==> src/rtl/vnv_pkg.sv <==
package vnv_pkg;

    localparam int SHREG_W = 8;
    localparam logic [SHREG_W-1:0] SHREG_SEED = 8'hA5;

    typedef logic [SHREG_W-1:0] shreg_t;

    typedef enum logic [1:0] {
        EV_IDLE,
        EV_MISS,
        EV_HIT_VIC,
        EV_HIT_NXT
    } set_event_e;

    function automatic shreg_t shreg_advance(input shreg_t cur);
        return {cur[SHREG_W-2:0], cur[7] ^ cur[5] ^ cur[4] ^ cur[3]};
    endfunction

endpackage

==> src/rtl/vnv_shreg.sv <==
module vnv_shreg
    import vnv_pkg::*;
(
    input  logic   clk,
    input  logic   rst,
    input  logic   step,
    output shreg_t value
);
    always_ff @(posedge clk) begin
        if (rst)       value <= SHREG_SEED;
        else if (step) value <= shreg_advance(value);
    end
endmodule

==> src/rtl/vnv_pick.sv <==
module vnv_pick
    import vnv_pkg::*;
#(
    parameter int NUM_WAYS = 4,
    localparam int WAY_W = $clog2(NUM_WAYS)
) (
    input  shreg_t             seed_val,
    input  logic [WAY_W-1:0]   excl_a,
    input  logic [WAY_W-1:0]   excl_b,
    output logic [WAY_W-1:0]   chosen
);
    int start;
    int cand;
    logic found;

    always_comb begin
        start  = int'(seed_val) % NUM_WAYS;
        found  = 1'b0;
        chosen = '0;
        cand   = 0;
        for (int k = 0; k < 3; k++) begin
            cand = (start + k) % NUM_WAYS;
            if (!found && WAY_W'(cand) != excl_a && WAY_W'(cand) != excl_b) begin
                chosen = WAY_W'(cand);
                found  = 1'b1;
            end
        end
    end
endmodule

==> src/rtl/vnv_set_entry.sv <==
module vnv_set_entry
    import vnv_pkg::*;
#(
    parameter int NUM_WAYS = 4,
    localparam int WAY_W = $clog2(NUM_WAYS)
) (
    input  logic             clk,
    input  logic             rst,
    input  logic             miss_here,
    input  logic             hit_here,
    input  logic [WAY_W-1:0] hit_way,
    input  shreg_t           seed_val,
    output logic [WAY_W-1:0] vic,
    output logic [WAY_W-1:0] nxt,
    output logic             changed
);
    typedef struct packed {
        logic [WAY_W-1:0] vic;
        logic [WAY_W-1:0] nxt;
    } ptr_pair_t;

    ptr_pair_t  cur;
    ptr_pair_t  upd;
    set_event_e ev;
    logic [WAY_W-1:0] fresh;

    vnv_pick #(.NUM_WAYS(NUM_WAYS)) u_pick (
        .seed_val (seed_val),
        .excl_a   (cur.vic),
        .excl_b   (cur.nxt),
        .chosen   (fresh)
    );

    always_comb begin
        if (miss_here)                    ev = EV_MISS;
        else if (hit_here && hit_way == cur.vic) ev = EV_HIT_VIC;
        else if (hit_here && hit_way == cur.nxt) ev = EV_HIT_NXT;
        else                              ev = EV_IDLE;
    end

    always_comb begin
        upd = cur;
        unique case (ev)
            EV_MISS, EV_HIT_VIC: begin
                upd.vic = cur.nxt;
                upd.nxt = fresh;
            end
            EV_HIT_NXT: upd.nxt = fresh;
            default: ;
        endcase
    end

    always_ff @(posedge clk) begin
        if (rst) begin
            cur.vic <= WAY_W'(0);
            cur.nxt <= WAY_W'(1);
        end else begin
            cur <= upd;
        end
    end

    assign vic     = cur.vic;
    assign nxt     = cur.nxt;
    assign changed = (ev != EV_IDLE);
endmodule

==> src/rtl/vnv_repl_tracker.sv <==
module vnv_repl_tracker
    import vnv_pkg::*;
#(
    parameter int NUM_SETS = 16,
    parameter int NUM_WAYS = 4,
    localparam int SET_W = $clog2(NUM_SETS),
    localparam int WAY_W = $clog2(NUM_WAYS)
) (
    input  logic             clk,
    input  logic             rst,
    input  logic             hit_valid,
    input  logic [SET_W-1:0] hit_set,
    input  logic [WAY_W-1:0] hit_way,
    input  logic             miss_valid,
    input  logic [SET_W-1:0] miss_set,
    output logic [WAY_W-1:0] miss_victim,
    input  logic [SET_W-1:0] lookup_set,
    output logic [WAY_W-1:0] victim_way,
    output logic [WAY_W-1:0] next_victim_way
);
    logic [WAY_W-1:0]    vic_arr [NUM_SETS];
    logic [WAY_W-1:0]    nxt_arr [NUM_SETS];
    logic [NUM_SETS-1:0] set_changed;
    shreg_t              seed_val;

    vnv_shreg u_shreg (
        .clk   (clk),
        .rst   (rst),
        .step  (|set_changed),
        .value (seed_val)
    );

    for (genvar s = 0; s < NUM_SETS; s++) begin : g_set
        logic miss_here;
        logic hit_here;
        assign miss_here = miss_valid && (miss_set == SET_W'(s));
        assign hit_here  = hit_valid && (hit_set == SET_W'(s)) && !miss_here;

        vnv_set_entry #(.NUM_WAYS(NUM_WAYS)) u_entry (
            .clk       (clk),
            .rst       (rst),
            .miss_here (miss_here),
            .hit_here  (hit_here),
            .hit_way   (hit_way),
            .seed_val  (seed_val),
            .vic       (vic_arr[s]),
            .nxt       (nxt_arr[s]),
            .changed   (set_changed[s])
        );
    end

    assign miss_victim     = vic_arr[miss_set];
    assign victim_way      = vic_arr[lookup_set];
    assign next_victim_way = nxt_arr[lookup_set];
endmodule

==> config.mk <==
export PLATFORM = sky130hd
export DESIGN_NAME = vnv_repl_tracker
export DESIGN_NICKNAME = d
export VERILOG_FILES = /design/src/rtl/vnv_pkg.sv /design/src/rtl/vnv_shreg.sv /design/src/rtl/vnv_pick.sv /design/src/rtl/vnv_set_entry.sv /design/src/rtl/vnv_repl_tracker.sv
export SDC_FILE = /design/constraint.sdc
export NUM_CORES = 1
export LEC_CHECK = 0
export ABC_AREA = 1
export CAP_MARGIN = 20
export CORE_MARGIN = 2
export CORE_UTILIZATION = 55
export DETAILED_ROUTE_END_ITERATION = 16
export GPL_TIMING_DRIVEN = 0
export PLACE_DENSITY = 0.84
export REMOVE_ABC_BUFFERS = 1
export SYNTH_ARGS = -nofsm -noshare
export SYNTH_HDL_FRONTEND = slang
export SYNTH_SLANG_ARGS = --single-unit
==> constraint.sdc <==
create_clock -name clk -period 6.1 [get_ports clk]
set_clock_uncertainty 0.15 [all_clocks]
set_input_delay 0.61 -clock clk [delete_from_list [all_inputs] [get_ports clk]]
set_output_delay 0.61 -clock clk [all_outputs]
set_load 0.01 [all_outputs]
==> results of run 1 <==
placed cells by master (no fill, tap or decap), drive strengths merged, types with 8 or more instances in the layout:
master | Yosys | layout
a22oi | 8 | 8
nand4 | 17 | 17
clkdlybuf4s50 | 0 | 21
xnor2 | 67 | 67
dfxtp | 72 | 72
nor3 | 16 | 16
nand2 | 330 | 330
inv | 128 | 129
o21ai | 82 | 82
clkbuf | 29 | 10
nand3 | 118 | 118
nor2 | 91 | 91
o221ai | 9 | 9
xor2 | 26 | 26
ha | 16 | 16
o31ai | 12 | 12
a21oi | 127 | 127
registers in the layout, summed over array words and instances (netlist names):
| signal | flops |
|---|---|
| g_set.u_entry.nxt | 32 |
| g_set.u_entry.vic | 32 |
| u_shreg.value | 8 |
worst register-to-register path: cells and delay by family (launching register included):
| family | cells | cell delay (ns) |
|---|---|---|
| AO/OA/AOI/OAI | 3 | 0.39 |
| adder cells (fa/ha/maj) | 1 | 0.25 |
| flip-flops | 1 | 0.51 |
| AND/OR/NAND/NOR | 5 | 1.59 |
| buffers and inverters | 2 | 0.24 |
| XOR/XNOR | 1 | 0.11 |
through the flow:
stage | std cells | worst slack, ns
floorplan | 1157 | 2.87
global placement | 1356 | 0.412
detailed placement | 1360 | 1.48
CTS | 1376 | 1.49
global route | 1377 | 1.49
finish | 1377 | 1.61
path summary, 6_finish.rpt:
| check | endpoint | slack (ns) | cells past startpoint |
|---|---|---|---|
| setup / recovery | u_shreg.value[0]$_SDFFE_PP1P_ | 1.61 | 16 |
| setup reg to reg | u_shreg.value[0]$_SDFFE_PP1P_ | 2.74 | 12 |
| hold / removal | u_shreg.value[2]$_SDFFE_PP1P_ | 0.32 | 2 |
| hold reg to reg | u_shreg.value[2]$_SDFFE_PP1P_ | 0.32 | 2 |
per-layer routing:
metal | vias up | GRT usage, % | wire length, um
met4 | 0 | 14.0 | 1000
li1 | 3987 | - | -
met3 | 91 | 7.70 | 2320
met1 | 3792 | 40.2 | 9200
met2 | 489 | 53.5 | 10400
met5 | - | 0 | 0
layout make-up:
| type | count | area [um2] |
|---|---|---|
| multi-input combinational | 956 | 5110 |
| tap | 176 | 220 |
| clock inverter | 6 | 115 |
| inverter | 129 | 492 |
| clock buffer | 10 | 239 |
| timing repair buffer | 28 | 325 |
| fill | 1244 | 5240 |
| sequential | 72 | 1450 |
cells by family (layout without fill, tap and decap cells):
family,after synthesis,in the layout
buffers and inverters,191,173
XOR/XNOR,93,93
AO/OA/AOI/OAI,258,258
AND/OR/NAND/NOR,589,589
adder cells (fa/ha/maj),16,16
flip-flops,72,72
power by group:
group | switching (uW) | internal, uW | total (uW)
combinational | 796 | 416 | 1210
clock | 234 | 413 | 647
sequential | 115 | 505 | 620
==> results.sh, run 1 <==
export IMPL_diodes=0
export IMPL_grt_max_degree=55
export IMPL_cpPeakStageDelay_ns=0.69
export IMPL_critPathRequiredTime_ns=6.18
export IMPL_drv_cap=0
export IMPL_clk_path_buf_depth=2
export IMPL_outcome="complete, no violations"
export IMPL_synth_top_family_by_area="simple AND/OR/NAND/NOR gates"
export IMPL_path_clk_slew_ns=0.06
export IMPL_grt_pass1_vias=7678
export IMPL_detail_route_antenna_nets=0
export IMPL_cts_made_buffers=9
export IMPL_htree_levels=3
export IMPL_num_rows=42
export IMPL_start_kind="input port"
export IMPL_synth_area_leaders="dfxtp_1 (19%), nand2_1 (16%), a21oi_1 (8.6%), xnor2_1 (7.9%), nand3_1 (7.0%)"
export IMPL_crit_family="simple AND/OR/NAND/NOR gates"
export IMPL_rsz0062_at_grt="false"
export IMPL_crit_type="input port to flip-flop"
export IMPL_yosysTopAreaCell="dfxtp_1"
export IMPL_startpoint="miss_set[1]"
export IMPL_fin_crit_ns=4.49
export IMPL_synth_async_sr_flop_share_pct=0
export IMPL_synthSimpleGateAreaFrac_pct=36.0
export IMPL_wl_um=23000
export IMPL_core_area_um2=13200
export IMPL_io_pins=24
export IMPL_hold_violations=0
export IMPL_clkSinkCount=72
export IMPL_die_area_um2=14400
export IMPL_drt_iter0_markers=960
export IMPL_peakVddDrop_mv=0.334
export IMPL_cp_slowest_cell="nor4_1"
export IMPL_grt_first_pass_wirelength_um=37700
export IMPL_synthesis_instances=1219
export IMPL_dpl_hpwl_um=15700
export IMPL_setup_violations=0
export IMPL_finalInstanceArea_um2=7950
export IMPL_worst_slew_pin_slew_ns=0.901
export IMPL_nNetsFinal=1230
export IMPL_drive_gt1_share_pct=6.49
export IMPL_hp_class="flip-flop to flip-flop"
export IMPL_timing_rr_start="g_set[0].u_entry.vic[1]$_SDFFE_PP0P_"
export IMPL_area_growth_pct=7.28
export IMPL_drv_slew=0
export IMPL_cts_setup_buffers=0
export IMPL_min_from="u_shreg.value[2]$_SDFFE_PP1P_"
export IMPL_drc_errors=0
export IMPL_drt_first_pass_iters=8
export IMPL_max_freq_mhz=223
export IMPL_whs_ns=0.316
export IMPL_path_cells="clkdlybuf4s50_1 -> nand2_1 -> nor2_1 -> inv_1 -> nor2_1 -> nor3_1 -> nand3_1 -> a21oi_1 -> ha_1 -> nand2_1 -> nor4_1 -> nand3_1 -> nor2_4 -> inv_1 -> a21oi_1 -> o21ai_1"
export IMPL_synthMuxAreaShare_pct=0
export IMPL_pwr_density_cell_nw_per_um2=312
export IMPL_antenna_found_initial=0
export IMPL_yosys_area_share_adder_pct=2.70
export IMPL_hold_buffers=0
export IMPL_yosys_top_cells_count="nand2_1 (311), a21oi_1 (127), inv_1 (117), nand3_1 (104), nor2_1 (88)"
export IMPL_yosysWarnings=0
export IMPL_routedWlPerCell_um=16.7
export IMPL_cts_tree="built"
export IMPL_netlist_area_um2=7410
export IMPL_p_leak_uw=0.00348
export IMPL_globalplace_congestion=1.03
export IMPL_synthFlopType="dfxtp_1"
export IMPL_synth_compound_area_share_pct=19.3
export IMPL_power_total_uw=2480
export IMPL_cts_resized=0
export IMPL_relSlewSlack_pct=39.9
export IMPL_start_util_pct=56.2
export IMPL_yosysTopAreaCellShare_pct=19.5
export IMPL_ys_ff_latch=72
export IMPL_final_core_util_pct=60.3
export IMPL_grt_usage_pct=32.4
export IMPL_crit_fanout=10
export IMPL_vias_per_cell=6.07
export IMPL_placed_area_um2=7580
export IMPL_fin_setup_tns_ns=0
export IMPL_yosysMostFrequentCell="nand2_1"
export IMPL_dieWidth_um=120
export IMPL_cts_root_buf="clkbuf_16"
export IMPL_die_h_um=120
export IMPL_grt_ovfl_total=0
export IMPL_avgSynthCellArea_um2=6.08
export IMPL_synth_cell_type_count=45
export IMPL_synth_xor_area_share_pct=11.0
export IMPL_numPortBuffers=23
export IMPL_vias=8359
export IMPL_synth_edf_count=0
export IMPL_ys_seq_area_share_pct=19.5
export IMPL_cp_end_kind="flip-flop"
export IMPL_worstPathArrival_ns=4.57
export IMPL_crit_buf_inv=3
export IMPL_clk_latency_ns=0.36
export IMPL_period_share_pct=73.6
(Power assumes the default switching activity.)
==> run 2: changes to the inputs <==
==> constraint.sdc (replaced) <==
create_clock -name clk -period 4.3 [get_ports clk]
set_clock_uncertainty 0.15 [all_clocks]
set_input_delay 0.43 -clock clk [delete_from_list [all_inputs] [get_ports clk]]
set_output_delay 0.43 -clock clk [all_outputs]
set_load 0.01 [all_outputs]
==> run 2 against run 1 <==
  * First-iteration DRC count down 0.31%
  * Combinational power up 42%
  * Core utilization is essentially flat
  * Total power increased by 42%
  * Worst setup slack worse by 1.3 ns
  * Critical path depth decreased by 9
  * Flip-flop and latch count unchanged
  * Largest cell class unchanged
==> results.sh, run 2 (synthesis results as in run 1) <==
export IMPL_core_area_um2=13200
export IMPL_p_int_uw=1890
export IMPL_fin_setup_tns_ns=0
export IMPL_grt_pass1_vias=7678
export IMPL_multi_input_area_um2=5120
export IMPL_die_h_um=120
export IMPL_peakVddDrop_mv=0.477
export IMPL_drive_gt1_share_pct=6.58
export IMPL_layout_commonest_cell="nand2_1"
export IMPL_die_area_um2=14400
export IMPL_drt_first_pass_iters=6
export IMPL_cp_end_kind="output pin"
export IMPL_r2r_cells=12
export IMPL_grt_usage_pct=32.4
export IMPL_clk_latency_ns=0.36
export IMPL_worst_r2r_setup_slack_ns=1.27
export IMPL_cts_made_buffers=9
export IMPL_io_pins=24
export IMPL_antenna_found_initial=0
export IMPL_layout_common_cells="nand2_1 (311), a21oi_1 (127), inv_1 (117)"
export IMPL_hold_violations=0
export IMPL_clkPwrFrac_pct=26.1
export IMPL_cts_setup_buffers=0
export IMPL_setup_violations=0
export IMPL_drv_slew=0
export IMPL_grt_ovfl_total=0
export IMPL_rsz0062_at_grt="false"
export IMPL_switchingPower_uw=1630
export IMPL_fill_cells=1244
export IMPL_whs_path_depth=2
export IMPL_path_clk_slew_ns=0.06
export IMPL_p_sw_share_pct=46.3
export IMPL_worstPathArrival_ns=3.38
export IMPL_crit_type="input port to output pin"
export IMPL_path_cells="clkdlybuf4s50_1 -> inv_1 -> o21ai_0 -> o21ai_0 -> o221ai_1 -> nand2_1 -> clkdlybuf4s50_1"
export IMPL_dp_cells=1360
export IMPL_hp_class="flip-flop to flip-flop"
export IMPL_cpPeakStageDelay_ns=0.81
export IMPL_numPortBuffers=23
export IMPL_drv_cap=0
export IMPL_fin_crit_ns=3.96
export IMPL_timing_rr_start="g_set[0].u_entry.vic[1]$_SDFFE_PP0P_"
export IMPL_p_seq_share_pct=25.0
export IMPL_start_util_pct=56.2
export IMPL_cts_tree="built"
export IMPL_cts_root_buf="clkbuf_16"
export IMPL_fin_cells=1377
export IMPL_drt_iter0_markers=957
export IMPL_globalplace_congestion=1.03
export IMPL_vias_per_cell=5.99
export IMPL_htree_levels=3
export IMPL_p_comb_share_pct=48.9
export IMPL_period_share_pct=92.1
export IMPL_relSlewSlack_pct=38.9
export IMPL_cp_slowest_cell="clkdlybuf4s50_1"
export IMPL_start_kind="input port"
export IMPL_critPathRequiredTime_ns=3.72
export IMPL_outcome="complete, no violations"
export IMPL_routedWlPerCell_um=16.7
export IMPL_diodes=0
export IMPL_dieWidth_um=120
export IMPL_p_leak_uw=0.00349
export IMPL_num_rows=42
export IMPL_dpl_hpwl_um=15700
export IMPL_detail_route_antenna_nets=0
export IMPL_area_growth_pct=7.36
export IMPL_crit_fanout=17
export IMPL_clk_path_buf_depth=2
export IMPL_nNetsFinal=1230
export IMPL_grt_max_degree=55
export IMPL_regArea_um2=1450
export IMPL_reg_top3="g_set.u_entry.nxt x32, g_set.u_entry.vic x32, u_shreg.value x8"
export IMPL_hold_end="u_shreg.value[2]$_SDFFE_PP1P_"
export IMPL_min_from="u_shreg.value[2]$_SDFFE_PP1P_"
export IMPL_grt_first_pass_wirelength_um=37700
export IMPL_clkSinkCount=72
export IMPL_worst_slew_pin_slew_ns=0.917
export IMPL_reg2reg_to="u_shreg.value[0]$_SDFFE_PP1P_"
export IMPL_pwr_density_cell_nw_per_um2=443
export IMPL_max_freq_mhz=252
export IMPL_wl_um=23000
export IMPL_vias=8250
export IMPL_drc_errors=0
[run 2: cell count changes in the layout (fill, tap and decap cells not counted)]
cell and delta:
nor4_1 -1, nor4_2 +1
[run 2: how the worst max path moves through the flow]
stage                                              from                                    end  slack (ns)  depth (start not counted)
after global placement                       hit_way[0]          u_shreg.value[0]$_SDFFE_PP1P_       -1.21                         14
final                                     lookup_set[1]                     next_victim_way[0]        0.34                          7
after floorplan           u_shreg.value[0]$_SDFFE_PP1P_  g_set[11].u_entry.nxt[1]$_SDFFE_PP0P_        1.07                          9
after detailed placement                    miss_set[1]          u_shreg.value[0]$_SDFFE_PP1P_       -0.14                         16
after CTS                                 lookup_set[0]                     next_victim_way[0]        0.05                          7
after global routing                        miss_set[1]          u_shreg.value[0]$_SDFFE_PP1P_        0.09                         16
[run 2: per-stage QoR]
step | hold slack (ns) | power, uW | utilization, % | worst slack [ns] | instance area (um2)
final | 0.316 | 3520 | 60.3 | 0.338 | 7960
after CTS | 0.321 | 3480 | 60.1 | 0.0460 | 7930
after floorplan | 0.280 | 2130 | - | 1.07 | 7040
after detailed placement | 0.306 | 2560 | 57.5 | -0.141 | 7580
after global placement | 0.292 | 2510 | 56.8 | -1.21 | 7490
after global routing | 0.349 | 3750 | 60.3 | 0.0856 | 7960
[run 2: final cells by class]
cell class                 count  share of cell area, %
timing repair buffer          28                   4.09
sequential                    72                   18.2
inverter                     129                   6.18
tap                          176                   2.77
multi-input combinational    956                   64.3
clock inverter                 6                   1.45
clock buffer                  10                   3.00
[run 2: critical path, delay by kind of cell]
kind | cells | cell delay, ns
buffers and inverters | 3 | 2.04
AO/OA/AOI/OAI | 3 | 0.75
AND/OR/NAND/NOR | 1 | 0.15
[run 2: repair_timing]
item | CTS | global route
hold buffers | 0 | 0
gates resized for setup | 0 | 1
setup endpoints to repair | 0 | 4
[run 2: layer usage]
metal / part of all wire (%) / track usage (%) / routed length (um)
met5: 0 / 0 / 0
met1: 41 / 40.2 / 9330
met3: 9.9 / 7.70 / 2270
met2: 45 / 53.5 / 10400
met4: 4.1 / 14.0 / 952
[run 2: power groups by stage]
stage,clock (uW),sequential [uW],combinational (uW)
2_1_floorplan,0,852,1280
3_3_place_gp,0,907,1600
3_5_place_dp,0,889,1670
4_1_cts,923,875,1680
5_1_grt,946,889,1920
6_report,918,881,1720
